### config.mk
export PLATFORM = sky130hd
export DESIGN_NAME = grid_mux
export DESIGN_NICKNAME = d
export VERILOG_FILES = /design/src/rtl/grid_mux.sv
export SDC_FILE = /design/constraint.sdc
export NUM_CORES = 1
export LEC_CHECK = 0
export ABC_AREA = 1
export BUFFER_PORTS_ARGS = -buffer_cell sky130_fd_sc_hd__buf_4
export CAP_MARGIN = 5
export CORE_UTILIZATION = 46
export CTS_CLUSTER_DIAMETER = 150
export CTS_CLUSTER_SIZE = 12
export DETAILED_ROUTE_END_ITERATION = 7
export PLACE_DENSITY = 0.68
export SKIP_CTS_REPAIR_TIMING = 1
export SLEW_MARGIN = 20
export SYNTH_ARGS = -nofsm -noshare
export SYNTH_HDL_FRONTEND = slang
export SYNTH_SLANG_ARGS = --single-unit
### constraint.sdc
create_clock -name clk -period 3.6 [get_ports clk]
set_input_delay 0.72 -clock clk [delete_from_list [all_inputs] [get_ports clk]]
set_output_delay 0.72 -clock clk [all_outputs]
set_load 0.01 [all_outputs]
### src/rtl/grid_mux.sv
`timescale 1ns/1ps
module grid_mux #(
  parameter int BLANK_TICKS = 2,
  parameter int KEY_SRC     = 10
) (
  input  logic               clk,
  input  logic               rst_n,
  input  logic               tick,
  input  logic               grid7_mode,
  input  logic [3:0]         disp_ctl,
  output logic [3:0]         ram_addr,
  input  logic [7:0]         ram_rdata,
  output logic [5:0]         grid_en,
  output logic [10:0]        seg_en,
  output logic               shared_en,
  output logic [KEY_SRC-1:0] key_src,
  output logic               cycle_end
);
  localparam int DRIVE     = 16;
  localparam int SLOT      = BLANK_TICKS + DRIVE;
  localparam int PH_W      = $clog2(SLOT);
  localparam int KEY_SLOTS = KEY_SRC / 2;
  localparam int SL_W      = $clog2(7 + KEY_SLOTS);

  logic            run, frame;
  logic [PH_W-1:0] ph;
  logic [SL_W-1:0] slot;
  logic [1:0]      fstep;
  logic [7:0]      pat_lo;
  logic [3:0]      pat_hi;

  function automatic logic [4:0] on_ticks(input logic [2:0] c);
    case (c)
      3'd0: on_ticks = 5'd1;
      3'd1: on_ticks = 5'd2;
      3'd2: on_ticks = 5'd4;
      3'd3: on_ticks = 5'd10;
      3'd4: on_ticks = 5'd11;
      3'd5: on_ticks = 5'd12;
      3'd6: on_ticks = 5'd13;
      default: on_ticks = 5'd14;
    endcase
  endfunction

  wire             on        = disp_ctl[3];
  wire [2:0]       ngrid     = grid7_mode ? 3'd7 : 3'd6;
  wire [SL_W-1:0]  last_slot = SL_W'(ngrid) + SL_W'(KEY_SLOTS - 1);
  wire             ph_last   = (ph == PH_W'(SLOT - 1));
  wire             slot_last = (slot >= last_slot);
  wire             adv       = run && tick;
  wire             wrap      = adv && ph_last;
  wire             unused_hi = ^ram_rdata[7:4];

  always_ff @(posedge clk) begin
    if (!rst_n) begin
      run <= 1'b0; frame <= 1'b0; ph <= '0; slot <= '0; fstep <= 2'd0;
      pat_lo <= '0; pat_hi <= '0; cycle_end <= 1'b0;
    end else begin
      run       <= on;
      cycle_end <= on && wrap && slot_last && frame;
      if (!on) begin
        frame <= 1'b0; ph <= '0; slot <= '0; fstep <= 2'd0;
      end else begin
        if (adv) ph <= ph_last ? '0 : ph + 1'b1;
        if (wrap) begin
          slot <= slot_last ? '0 : slot + 1'b1;
          if (slot_last) frame <= ~frame;
        end
        if (!run || wrap) fstep <= 2'd1;
        else if (fstep != 2'd0) fstep <= fstep + 2'd1;
        if (fstep == 2'd2) pat_lo <= ram_rdata;
        if (fstep == 2'd3) pat_hi <= ram_rdata[3:0];
      end
    end
  end

  assign ram_addr = {slot[2:0], fstep == 2'd2};

  wire [PH_W-1:0] dt      = ph - PH_W'(BLANK_TICKS);
  wire            drive   = on && (ph >= PH_W'(BLANK_TICKS));
  wire            is_grid = slot < SL_W'(ngrid);
  wire            lit     = drive && is_grid && (32'(dt) < 32'(on_ticks(disp_ctl[2:0])));
  wire            ks      = drive && !is_grid;
  wire [SL_W-1:0] kbit    = (slot - SL_W'(ngrid)) + (frame ? SL_W'(KEY_SLOTS) : '0);
  wire [6:0]      gv      = lit ? (7'd1 << slot[2:0]) : 7'd0;

  assign grid_en   = gv[5:0];
  assign shared_en = grid7_mode ? gv[6] : (lit && pat_hi[3]);
  assign key_src   = ks ? (KEY_SRC'(1) << kbit) : '0;
  assign seg_en    = lit ? {pat_hi[2:0], pat_lo} : (ks ? 11'(key_src) : 11'd0);


  off_quiet_chk: assert property (@(posedge clk) disable iff (!rst_n)
    !on |-> (grid_en == 6'd0 && seg_en == 11'd0 && !shared_en && key_src == '0));

  one_grid_chk: assert property (@(posedge clk) disable iff (!rst_n) $onehot0(gv));

  blank_gap_chk: assert property (@(posedge clk) disable iff (!rst_n)
    (gv != 7'd0) |=> (gv == 7'd0 || gv == $past(gv)));

  key_excl_chk: assert property (@(posedge clk) disable iff (!rst_n)
    (key_src != '0) |-> ($onehot(key_src) && gv == 7'd0 && !shared_en));

  shared_grid_chk: assert property (@(posedge clk) disable iff (!rst_n)
    (grid7_mode && shared_en) |-> grid_en == 6'd0);

  cycle_pulse_chk: assert property (@(posedge clk) disable iff (!rst_n)
    cycle_end |=> !cycle_end);
endmodule

==> results by group, run 1 <==
Run status
  • Status: finished, final reports clean

Floorplan
  • Die width: 65.88 um
  • I/O pin total: 49
  • Core Rows: 22
  • Core Area: 3799 sq um
  • Starting Density: ~49%
  • Die area: 4340 sq um
  • DIE HEIGHT: between 60 and 70 um

Layout
  • Nets@finish: 379
  • FF+latch area: around 520 sq um
  • Post-route non-filler standard cell count: between 300 and 400
  • ANT cells: 0
  • Share of cells above drive strength 1: 17.65%
  • Filler cells: 373
  • Area of the multi-input gates: 1137 sq um
  • Layout area overhead: 23.47%

Yosys
  • Mapped Cells: 293
  • Synth top area share: 27.73%
  • Synthesized netlist net count: 331
  • Area leader, netlist: dfxtp_1
  • Top post-synthesis cells by area: dfxtp_1 28%, ha_1 14%, nand2_1 13%
  • Synth unique cells: 24
  • Syn Std Cell Area: 1877 sq um
  • Mapped Avg Cell Area: 6.405 sq um
  • YS warnings: 0
  • Sequential-to-total area share from yosys stat: between 20 and 30%
  • Register bit total from synthesis: 26

Clocking
  • H-tree depth: 1
  • Number of CTS-inserted buffers: 3
  • CTS tree: yes
  • CTS Root Cell: clkbuf_8
  • CTS Buffer Depth: 2
  • Clock slew at reported path FFs: 0.09 ns
  • CTS Sinks: 26
  • Clk Latency, worst-skew pair: 0.27 ns

Flow run
  • Max-Cap Viols: 0

Route
  • 1st-iter DRT viols: 86
  • Vias: between 1,500 and 2,000
  • Antenna Violating Nets Remaining: 0
  • Final wirelength: between 4 and 5 mm
  • Drt drc: 0
  • First drt pass iteration count: 4
  • Vias per cell: 4.822
  • WL/cell: 10.65 um

Setup path
  • CP most frequent cell: inv_1
  • Worst path slowest cell: fa_1
  • Worst Setup Start Kind: primary input
  • Crit path max fanout: 6
  • Reg-to-Reg Start: slot[0]$_SDFFE_PN0P_
  • Crit path to: seg_en[9]
  • Crit. Startpoint: grid7_mode
  • CP Capture Type: output pin
  • Worst EP arrival: 2.67 ns
  • FF-to-FF path depth: 9
  • CP cell instances: buf_4 -> ha_1 -> inv_1 -> ha_1 -> inv_1 -> fa_1 -> inv_1 -> nor3_1 -> nand3_1 -> nand2_1 -> buf_4
  • CP peak stage delay: 0.52 ns
  • Crit Path Category: in -> out
  • FF-to-FF setup slack: slightly below 2 ns
  • Worst reg2reg endpoint: slot[2]$_SDFFE_PN0P_
  • Critical Path RT: 2.88 ns

Timing
  • Timing-limited maximum frequency: about 290 MHz
  • Clock skew: approximately 0.0057 ns
  • Final hold viol count: 0
  • Setup TNS: 0 ns
  • Worst Tran Pin Value: 0.4459 ns
  • Final setup fails: 0
  • Period utilization: 94.18%
  • Period minus WS final: ~3.4 ns
  • RSZ-0062 raised after global routing: false
  • Max-slew violation count: 0
  • Rel. slew slack: between 70% and 80%

Global routing
  • Largest net degree at the start of global routing: 15
  • Congestion Overflow GR: 0
  • Initial antenna violation count: 0
  • First-pass GRT wire length: between 6 and 7 mm
  • Vias in the first global route: between 1,500 and 2,000
  • Overall Global Routing Usage: 20.69%

Pwr
  • Power Dens Cells: roughly 230 nW/um^2
  • Leakage power: ~0.0012 uW
  • IR drop worst, VDD: ~0.00028 V

Worst hold path
  • Hold Path Class: reg -> reg

Placed design
  • Gpl congestion: 0.8159
  • IO Port Bufs: 48
  • Placed cell count: 384
  • DPL Wire Length: 3.371 mm
## worst max-delay path, delay by kind of cell
kind / cells / cell delay, ns
and+or+nand+nor: 3 / 0.52
adders and majority gates: 3 / 0.98
buffers and inverters: 5 / 0.45
## registers in the layout (all words and copies together), names as in the netlist
signal	flops
ph	5
frame	1
slot	4
cycle_end	1
pat_hi	4
fstep	2
run	1
pat_lo	8
## cell usage in the layout (no fill, tap or decap)
cell type and instances:
nand2_1 65, nor2_1 51, buf_4 49, inv_1 45, nand3_1 31, dfxtp_1 26
ha_1 21, o21ai_0 18, a21oi_1 9, nor3_1 6, clkbuf_8 4, xnor2_1 2
inv_2 2, nor2_4 2, nand2_2 2, o22ai_1 1, xor2_1 1, nand4_2 1
o21ai_1 1, o211ai_1 1, a31oi_1 1, fa_1 1
## worst min path at each step
| stage | slack (ns) | start | cells past startpoint | endpoint |
|---|---|---|---|---|
| floorplan | 0.42 | pat_hi[3]$_SDFFE_PN0P_ | 2 | pat_hi[3]$_SDFFE_PN0P_ |
| global placement | 0.47 | pat_hi[1]$_SDFFE_PN0P_ | 2 | pat_hi[1]$_SDFFE_PN0P_ |
| detailed placement | 0.47 | pat_hi[1]$_SDFFE_PN0P_ | 2 | pat_hi[1]$_SDFFE_PN0P_ |
| CTS | 0.50 | pat_hi[1]$_SDFFE_PN0P_ | 2 | pat_hi[1]$_SDFFE_PN0P_ |
| global route | 0.52 | pat_hi[2]$_SDFFE_PN0P_ | 2 | pat_hi[2]$_SDFFE_PN0P_ |
| finish | 0.49 | pat_hi[1]$_SDFFE_PN0P_ | 2 | pat_hi[1]$_SDFFE_PN0P_ |
## logic make-up after synthesis
logic type	Yosys count	share of synthesized area, %
DFF	26	27.73
AOI/OAI and AO/OA	31	8.534
adders and majority gates	22	15.07
and+or+nand+nor	158	35.60
xor gates and xnor gates	3	1.400
buffers and inverters	53	11.67
## layer usage
metal | track usage [%] | vias to the layer above | wire length (um)
met3 | 2.414 | 4 | 143
li1 | - | 1016 | -
met2 | 33.16 | 36 | 1818
met4 | 5.707 | 0 | 42
met5 | 0 | - | 0
met1 | 28.87 | 815 | 2126
## metrics by stage
| stage | setup slack (ns) | cell area, sq um | util [%] | hold WS, ns | total power (uW) |
|---|---|---|---|---|---|
| floorplan | 0.5128 | 1877 | - | 0.4239 | 335.8 |
| global placement | 0.2625 | 2262 | 59.55 | 0.4665 | 357.7 |
| detailed placement | 0.2121 | 2262 | 59.55 | 0.4748 | 359.2 |
| CTS | 0.2050 | 2317 | 61.00 | 0.4959 | 547.9 |
| global route | 0.01486 | 2317 | 61.00 | 0.5241 | 571.1 |
| finish | 0.2094 | 2317 | 61.00 | 0.4948 | 541.8 |
## power breakdown
part / internal (uW) / switching, uW / total (uW)
registers: 290 / 2.33 / 292
clock network: 97.8 / 92.1 / 190
logic: 24.6 / 35.2 / 59.8
total: 412 / 130 / 542
## layout make-up
cell class	instances	area share, %
Clock buffer	4	2.376
Inverter	47	7.613
Multi-Input combinational cell	214	49.08
Sequential cell	26	22.46
Tap cell	48	2.592
Timing Repair Buffer	49	15.87
## cells in the mapped netlist
master,count
nand2_1,65
nor2_1,51
inv_1,45
nand3_1,31
dfxtp_1,26
ha_1,21
o21ai_0,18
a21oi_1,9
nor3_1,6
buf_4,3
inv_2,2
nand2_2,2
nor2_4,2
xnor2_1,2
a31oi_1,1
buf_2,1
buf_6,1
clkbuf_1,1
fa_1,1
nand4_2,1
o211ai_1,1
o21ai_1,1
o22ai_1,1
xor2_1,1
Power figures use the tool's default switching activity.
==> run 2: changes to the inputs <==
BUFFER_PORTS_ARGS = unset   (was -buffer_cell sky130_fd_sc_hd__buf_4)
CORE_MARGIN = 4   (was unset)
DONT_BUFFER_PORTS = 1   (was unset)
PLACE_DENSITY = 0.58   (was 0.68)
==> run 2 against run 1 <==
  * Largest cell class unchanged
  * Clock-buffer cell count decreased by 1
  * Die area grew 19%
  * Non-clock buffer count decreased by 49
  * Final area down 15%
  * Hold slack got worse by 0.015 ns
  * Critical path type is now reg -> out
  * Clock power up 25%
  * Via count fell by 11%
==> results by group, run 2 (synthesis gave the netlist of run 1 again) <==
Route
  • Vias: 1,670 (-11%)
  • Antenna Violating Nets Remaining: 0 (unchanged)
  • Final wirelength: 4.057 mm (-1.8%)
  • First drt pass iteration count: 4 (unchanged)
  • Drt drc: 0 (unchanged)
  • 1st-iter DRT viols: 67 (-22%)
  • WL/cell: 11.97 um (+12%)
  • Vias per cell: 4.926 (+2.2%)

Run status
  • Status: finished, final reports clean

Layout
  • Max FFs per register: 8 (unchanged)
  • Most common cell after layout, fill and taps aside: nand2_1
  • Reg with most FFs: pat_lo
  • Nets@finish: 330 (-13%)
  • ANT cells: 0 (unchanged)
  • Post-route non-filler standard cell count: 339 (-13%)
  • Biggest regs: pat_lo (8), ph (5)
  • Final Instance Area: 1974 sq um (-15%)
  • Most used cells in the layout excluding fill and tap cells: 65 x nand2_1, 51 x nor2_1, 45 x inv_1
  • Share of cells above drive strength 1: 4.467% (-13 points)
  • Layout area overhead: 5.200%

Flow run
  • Max-Cap Viols: 0 (unchanged)

Placed design
  • DPL Wire Length: 3.321 mm (-1.5%)
  • IO Port Bufs: 0 (-100%)
  • Gpl congestion: 0.8090 (-0.85%)
  • Post-Place Cell Area: 1894 sq um (-16%)
  • Placed cell count: 335 (-13%)

Floorplan
  • Die width: 71.88 um (+9.1%)
  • I/O pin total: 49 (unchanged)
  • Starting Density: 49.41% (unchanged)
  • Core Area: 3799 sq um (unchanged)
  • Die area: 5166 sq um (+19%)
  • DIE HEIGHT: 71.88 um (+9.1%)
  • Core Rows: 22 (unchanged)

Clocking
  • CTS Root Cell: clkbuf_8
  • CTS Sinks: 26 (unchanged)
  • Clock slew at reported path FFs: 0.09 ns (about the same)
  • Number of CTS-inserted buffers: 3 (unchanged)
  • CTS Buffer Depth: 2 (unchanged)
  • Clk Latency, worst-skew pair: 0.27 ns (about the same)
  • CTS tree: yes
  • H-tree depth: 1 (unchanged)

Global routing
  • Vias in the first global route: 1,496 (-7.7%)
  • Largest net degree at the start of global routing: 16 (+1)
  • Congestion Overflow GR: 0 (unchanged)
  • Overall Global Routing Usage: 16.29% (-4.4 points)
  • First-pass GRT wire length: 6.817 mm (-2.3%)
  • Initial antenna violation count: 0 (unchanged)

Setup path
  • CP most frequent cell: inv_1
  • Crit path max fanout: 6 (unchanged)
  • CP cell instances: inv_1 -> ha_1 -> inv_1 -> ha_1 -> inv_1 -> fa_1 -> inv_1 -> nor3_1 -> nand3_1 -> nand2_1
  • Worst path slowest cell: fa_1
  • CP peak stage delay: 0.52 ns (about the same)
  • CP Capture Type: output pin
  • Crit Path Category: reg -> out
  • Crit path buf inv count: 4 (-1)
  • CP top delay family: adder cells
  • Critical Path RT: 2.88 ns (about the same)
  • Worst EP arrival: 2.59 ns (-0.08 ns)
  • Worst Setup Start Kind: flop

Timing
  • Rel. slew slack: 71.90% (+1.7 points)
  • Final setup fails: 0 (unchanged)
  • Period utilization: 91.95% (-2.2 points)
  • Clock skew: 0.005497 ns (-0.0002378 ns)
  • Timing-limited maximum frequency: 302.1 MHz (+2.4%)
  • Period minus WS final: 3.310 ns (-0.08046 ns)
  • RSZ-0062 raised after global routing: false
  • Max-slew violation count: 0 (unchanged)
  • Setup TNS: 0 ns (unchanged)
  • Final hold viol count: 0 (unchanged)
  • Worst Tran Pin Value: 0.4205 ns (-0.02538 ns)

Pwr
  • IR drop worst, VDD: 0.0001786 V (-37%)
  • Power, Total: 573.4 uW (+5.8%)
  • Power Dens Cells: 290.4 nW/um^2 (+24%)
  • Leakage power: 0.001001 uW (-19%)

Worst hold path
  • Hold Path Class: reg -> reg
-- run 2: cell count changes in the layout (fill, tap and decap cells not counted) --
cell and change:
buf_4 -49, bufinv_16 +1, clkbuf_8 -1, dfxtp_1 -1, dfxtp_2 +1, xnor2_1 -1, xnor2_2 +1
-- run 2: tightest hold or removal path, stage by stage (launching register included) --
cell	delay, ns
dfxtp_1	0.31
inv_1	0.07
a21oi_1	0.06
-- run 2: worst paths after layout --
kind	from	end	slack, ns	depth (start not counted)
worst min register to register	pat_hi[2]$_SDFFE_PN0P_	pat_hi[2]$_SDFFE_PN0P_	0.48	2
worst max-delay path	slot[0]$_SDFFE_PN0P_	seg_en[1]	0.29	10
worst min-delay path	pat_hi[2]$_SDFFE_PN0P_	pat_hi[2]$_SDFFE_PN0P_	0.48	2
worst max register to register	slot[0]$_SDFFE_PN0P_	slot[3]$_SDFFE_PN0P_	1.94	9
-- run 2: stage by stage --
step | hold WS [ns] | utilization, % | setup WS (ns)
CTS | 0.4828 | 51.75 | 0.1353
global route | 0.5147 | 51.98 | 0.03856
detailed placement | 0.4501 | 49.87 | 0.3574
finish | 0.4800 | 51.98 | 0.2899
floorplan | 0.4239 | - | 0.5128
global placement | 0.4495 | 49.87 | 0.3918
-- run 2: final cells by class --
type / count / area [sq um]
clock buffers: 3 / 41.29
flip-flops and latches: 26 / 521.8
inverters: 47 / 176.4
multi-input cells: 214 / 1145
clock inverters: 1 / 30.03
well taps: 48 / 60.06
fillers: 417 / 1824
-- run 2: metal layers --
metal,vias up,GRT usage [%],part of all wire (%)
met5,-,0,0
met4,0,3.132,0.49
met3,2,3.226,4.8
met2,39,25.92,45
met1,716,22.92,50
li1,913,-,-
-- run 2: power breakdown --
| part | internal (uW) | switching (uW) |
|---|---|---|
| clock network | 149 | 89.2 |
| registers | 290 | 2.43 |
| logic | 14.4 | 29.0 |
| total | 453 | 121 |
==> run 3: changes to the inputs <==
CORE_UTILIZATION = 60   (was 46)
PLACE_DENSITY = 0.73   (was 0.58)
==> run 3 against run 2 <==
  * Clock power shrank 50%
  * First-iteration DRC count grew 88%
  * Final cell count shrank 1.5%
  * Largest power group unchanged
==> results by group, run 3 (synthesis gave the netlist of run 1 again) <==
Layout
  • Most used cells in the layout excluding fill and tap cells: 65 x nand2_1, 51 x nor2_1, 45 x inv_1
  • Reg with most FFs: pat_lo
  • Max FFs per register: 8 (unchanged)
  • Layout Utilization: 63.43% (+11 points)
  • Most common cell after layout, fill and taps aside: nand2_1
  • Share of cells above drive strength 1: 4.138% (-0.33 points)
  • ANT cells: 0 (unchanged)
  • Layout area overhead: 2.333%
  • Filler cells: 293 (-30%)
  • Biggest regs: pat_lo (8), ph (5)
  • Post-route non-filler standard cell count: 334 (-1.5%)
  • Nets@finish: 330 (unchanged)

Timing
  • Final setup fails: 0 (unchanged)
  • Period minus WS final: 3.326 ns (+0.01624 ns)
  • Setup TNS: 0 ns (unchanged)
  • Period utilization: 92.40% (+0.45 points)
  • Final hold viol count: 0 (unchanged)
  • Max-slew violation count: 0 (unchanged)
  • RSZ-0062 raised after global routing: false
  • Worst Tran Pin Value: 0.4077 ns (-0.01285 ns)
  • Clock skew: 0.003487 ns (-0.002010 ns)
  • Rel. slew slack: 72.76% (+0.86 points)
  • Timing-limited maximum frequency: 300.6 MHz (-0.49%)

Setup path
  • Worst EP arrival: 2.61 ns (+0.02 ns)
  • Worst path slowest cell: fa_1
  • Crit path max fanout: 6 (unchanged)
  • CP most frequent cell: inv_1
  • CP peak stage delay: 0.52 ns (about the same)
  • CP Capture Type: output pin
  • Critical Path RT: 2.88 ns (about the same)
  • Crit path buf inv count: 4 (unchanged)
  • Crit Path Category: reg -> out
  • Worst Setup Start Kind: flop
  • CP cell instances: inv_1 -> ha_1 -> inv_1 -> ha_1 -> inv_1 -> fa_1 -> inv_1 -> nor3_1 -> nand3_1 -> nand2_1
  • CP top delay family: adder cells

Clocking
  • Clock slew at reported path FFs: 0.13 ns (+0.04 ns)
  • CTS tree: yes
  • CTS Root Cell: clkbuf_4
  • H-tree depth: 1 (unchanged)
  • Number of CTS-inserted buffers: 3 (unchanged)
  • CTS Buffer Depth: 2 (unchanged)
  • CTS Sinks: 26 (unchanged)
  • Clk Latency, worst-skew pair: 0.31 ns (+0.04 ns)

Floorplan
  • Core Area: 3028 sq um (-20%)
  • Starting Density: 61.98% (+13 points)
  • Core Rows: 20 (-9.1%)
  • DIE HEIGHT: 63.93 um (-11%)
  • Die area: 4087 sq um (-21%)
  • I/O pin total: 49 (unchanged)
  • Die width: 63.93 um (-11%)

Placed design
  • Placed cell count: 331 (-1.2%)
  • DPL Wire Length: 3.096 mm (-6.8%)
  • Gpl congestion: 0.8098 (about the same)
  • IO Port Bufs: 0 (unchanged)

Route
  • Final wirelength: 3.774 mm (-7.0%)
  • Met2 wire len: 1.670 mm (-8.6%)
  • WL/cell: 11.30 um (-5.6%)
  • First drt pass iteration count: 5 (+1)
  • Highest metal layer with signal wires: met4
  • Antenna Violating Nets Remaining: 0 (unchanged)
  • Vias per cell: 5.102 (+3.6%)
  • Vias: 1,704 (+2.0%)
  • Met1 WL: 1.822 mm (-9.5%)
  • 1st-iter DRT viols: 126 (+88%)
  • Drt drc: 0 (unchanged)
  • Met3 Routed Length: 214 um (+10%)

Global routing
  • Vias in the first global route: 1,566 (+4.7%)
  • Initial antenna violation count: 0 (unchanged)
  • Overall Global Routing Usage: 20.28% (+4.0 points)
  • Largest net degree at the start of global routing: 14 (-2)
  • Congestion Overflow GR: 0 (unchanged)
  • First-pass GRT wire length: 6.734 mm (-1.2%)

Worst hold path
  • Hold Path Class: reg -> reg

Pwr
  • Power Dens Cells: 236.1 nW/um^2 (-19%)
  • IR drop worst, VDD: 0.0002122 V (+19%)
  • Leakage power: 0.0009793 uW (-2.2%)
  • Power, Total: 453.4 uW (-21%)

Flow run
  • Max-Cap Viols: 0 (unchanged)

Run status
  • Status: finished, final reports clean
run 3: cell types whose count changed in the layout (fill, tap and decap cells not counted):
cell,previous run,this run
bufinv_16,1,0
clkbuf_4,0,3
clkbuf_8,3,0
run 3: worst paths after layout:
path	start	end	slack (ns)	cells after the start
max	slot[0]$_SDFFE_PN0P_	seg_en[0]	0.27	10
min	pat_hi[2]$_SDFFE_PN0P_	pat_hi[2]$_SDFFE_PN0P_	0.47	2
max reg2reg	slot[0]$_SDFFE_PN0P_	slot[3]$_SDFFE_PN0P_	1.95	9
min reg2reg	pat_hi[2]$_SDFFE_PN0P_	pat_hi[2]$_SDFFE_PN0P_	0.47	2
run 3: worst min-delay path, stage by stage (launching register included):
cell	delay (ns)
dfxtp_1	0.32
inv_1	0.06
a21oi_1	0.06
run 3: metal layers:
layer	track usage, %	vias to the layer above
met5	0	-
met1	26.05	744
li1	-	910
met2	32.90	41
met3	4.218	9
met4	8.086	0
run 3: layout make-up:
type | count | area, sq um | share of cell area [%]
Inverter | 47 | 176.4 | 9.186
Tap cell | 44 | 55.05 | 2.866
Multi-Input combinational cell | 214 | 1145 | 59.61
Sequential cell | 26 | 521.8 | 27.17
Clock buffer | 3 | 22.52 | 1.173
run 3: per-stage QoR:
step	setup WS (ns)	area (sq um)	hold slack [ns]
final	0.2736	1921	0.4719
after global placement	0.3954	1889	0.4426
after global routing	0.02741	1921	0.4929
after detailed placement	0.3527	1889	0.4570
after CTS	0.07387	1912	0.4750
after floorplan	0.5128	1877	0.4239
run 3: power breakdown:
part | internal (uW) | switching, uW | total (uW)
Clock | 39.1 | 79.3 | 118
Combinational | 14.3 | 28.1 | 42.4
Sequential | 290 | 2.47 | 293
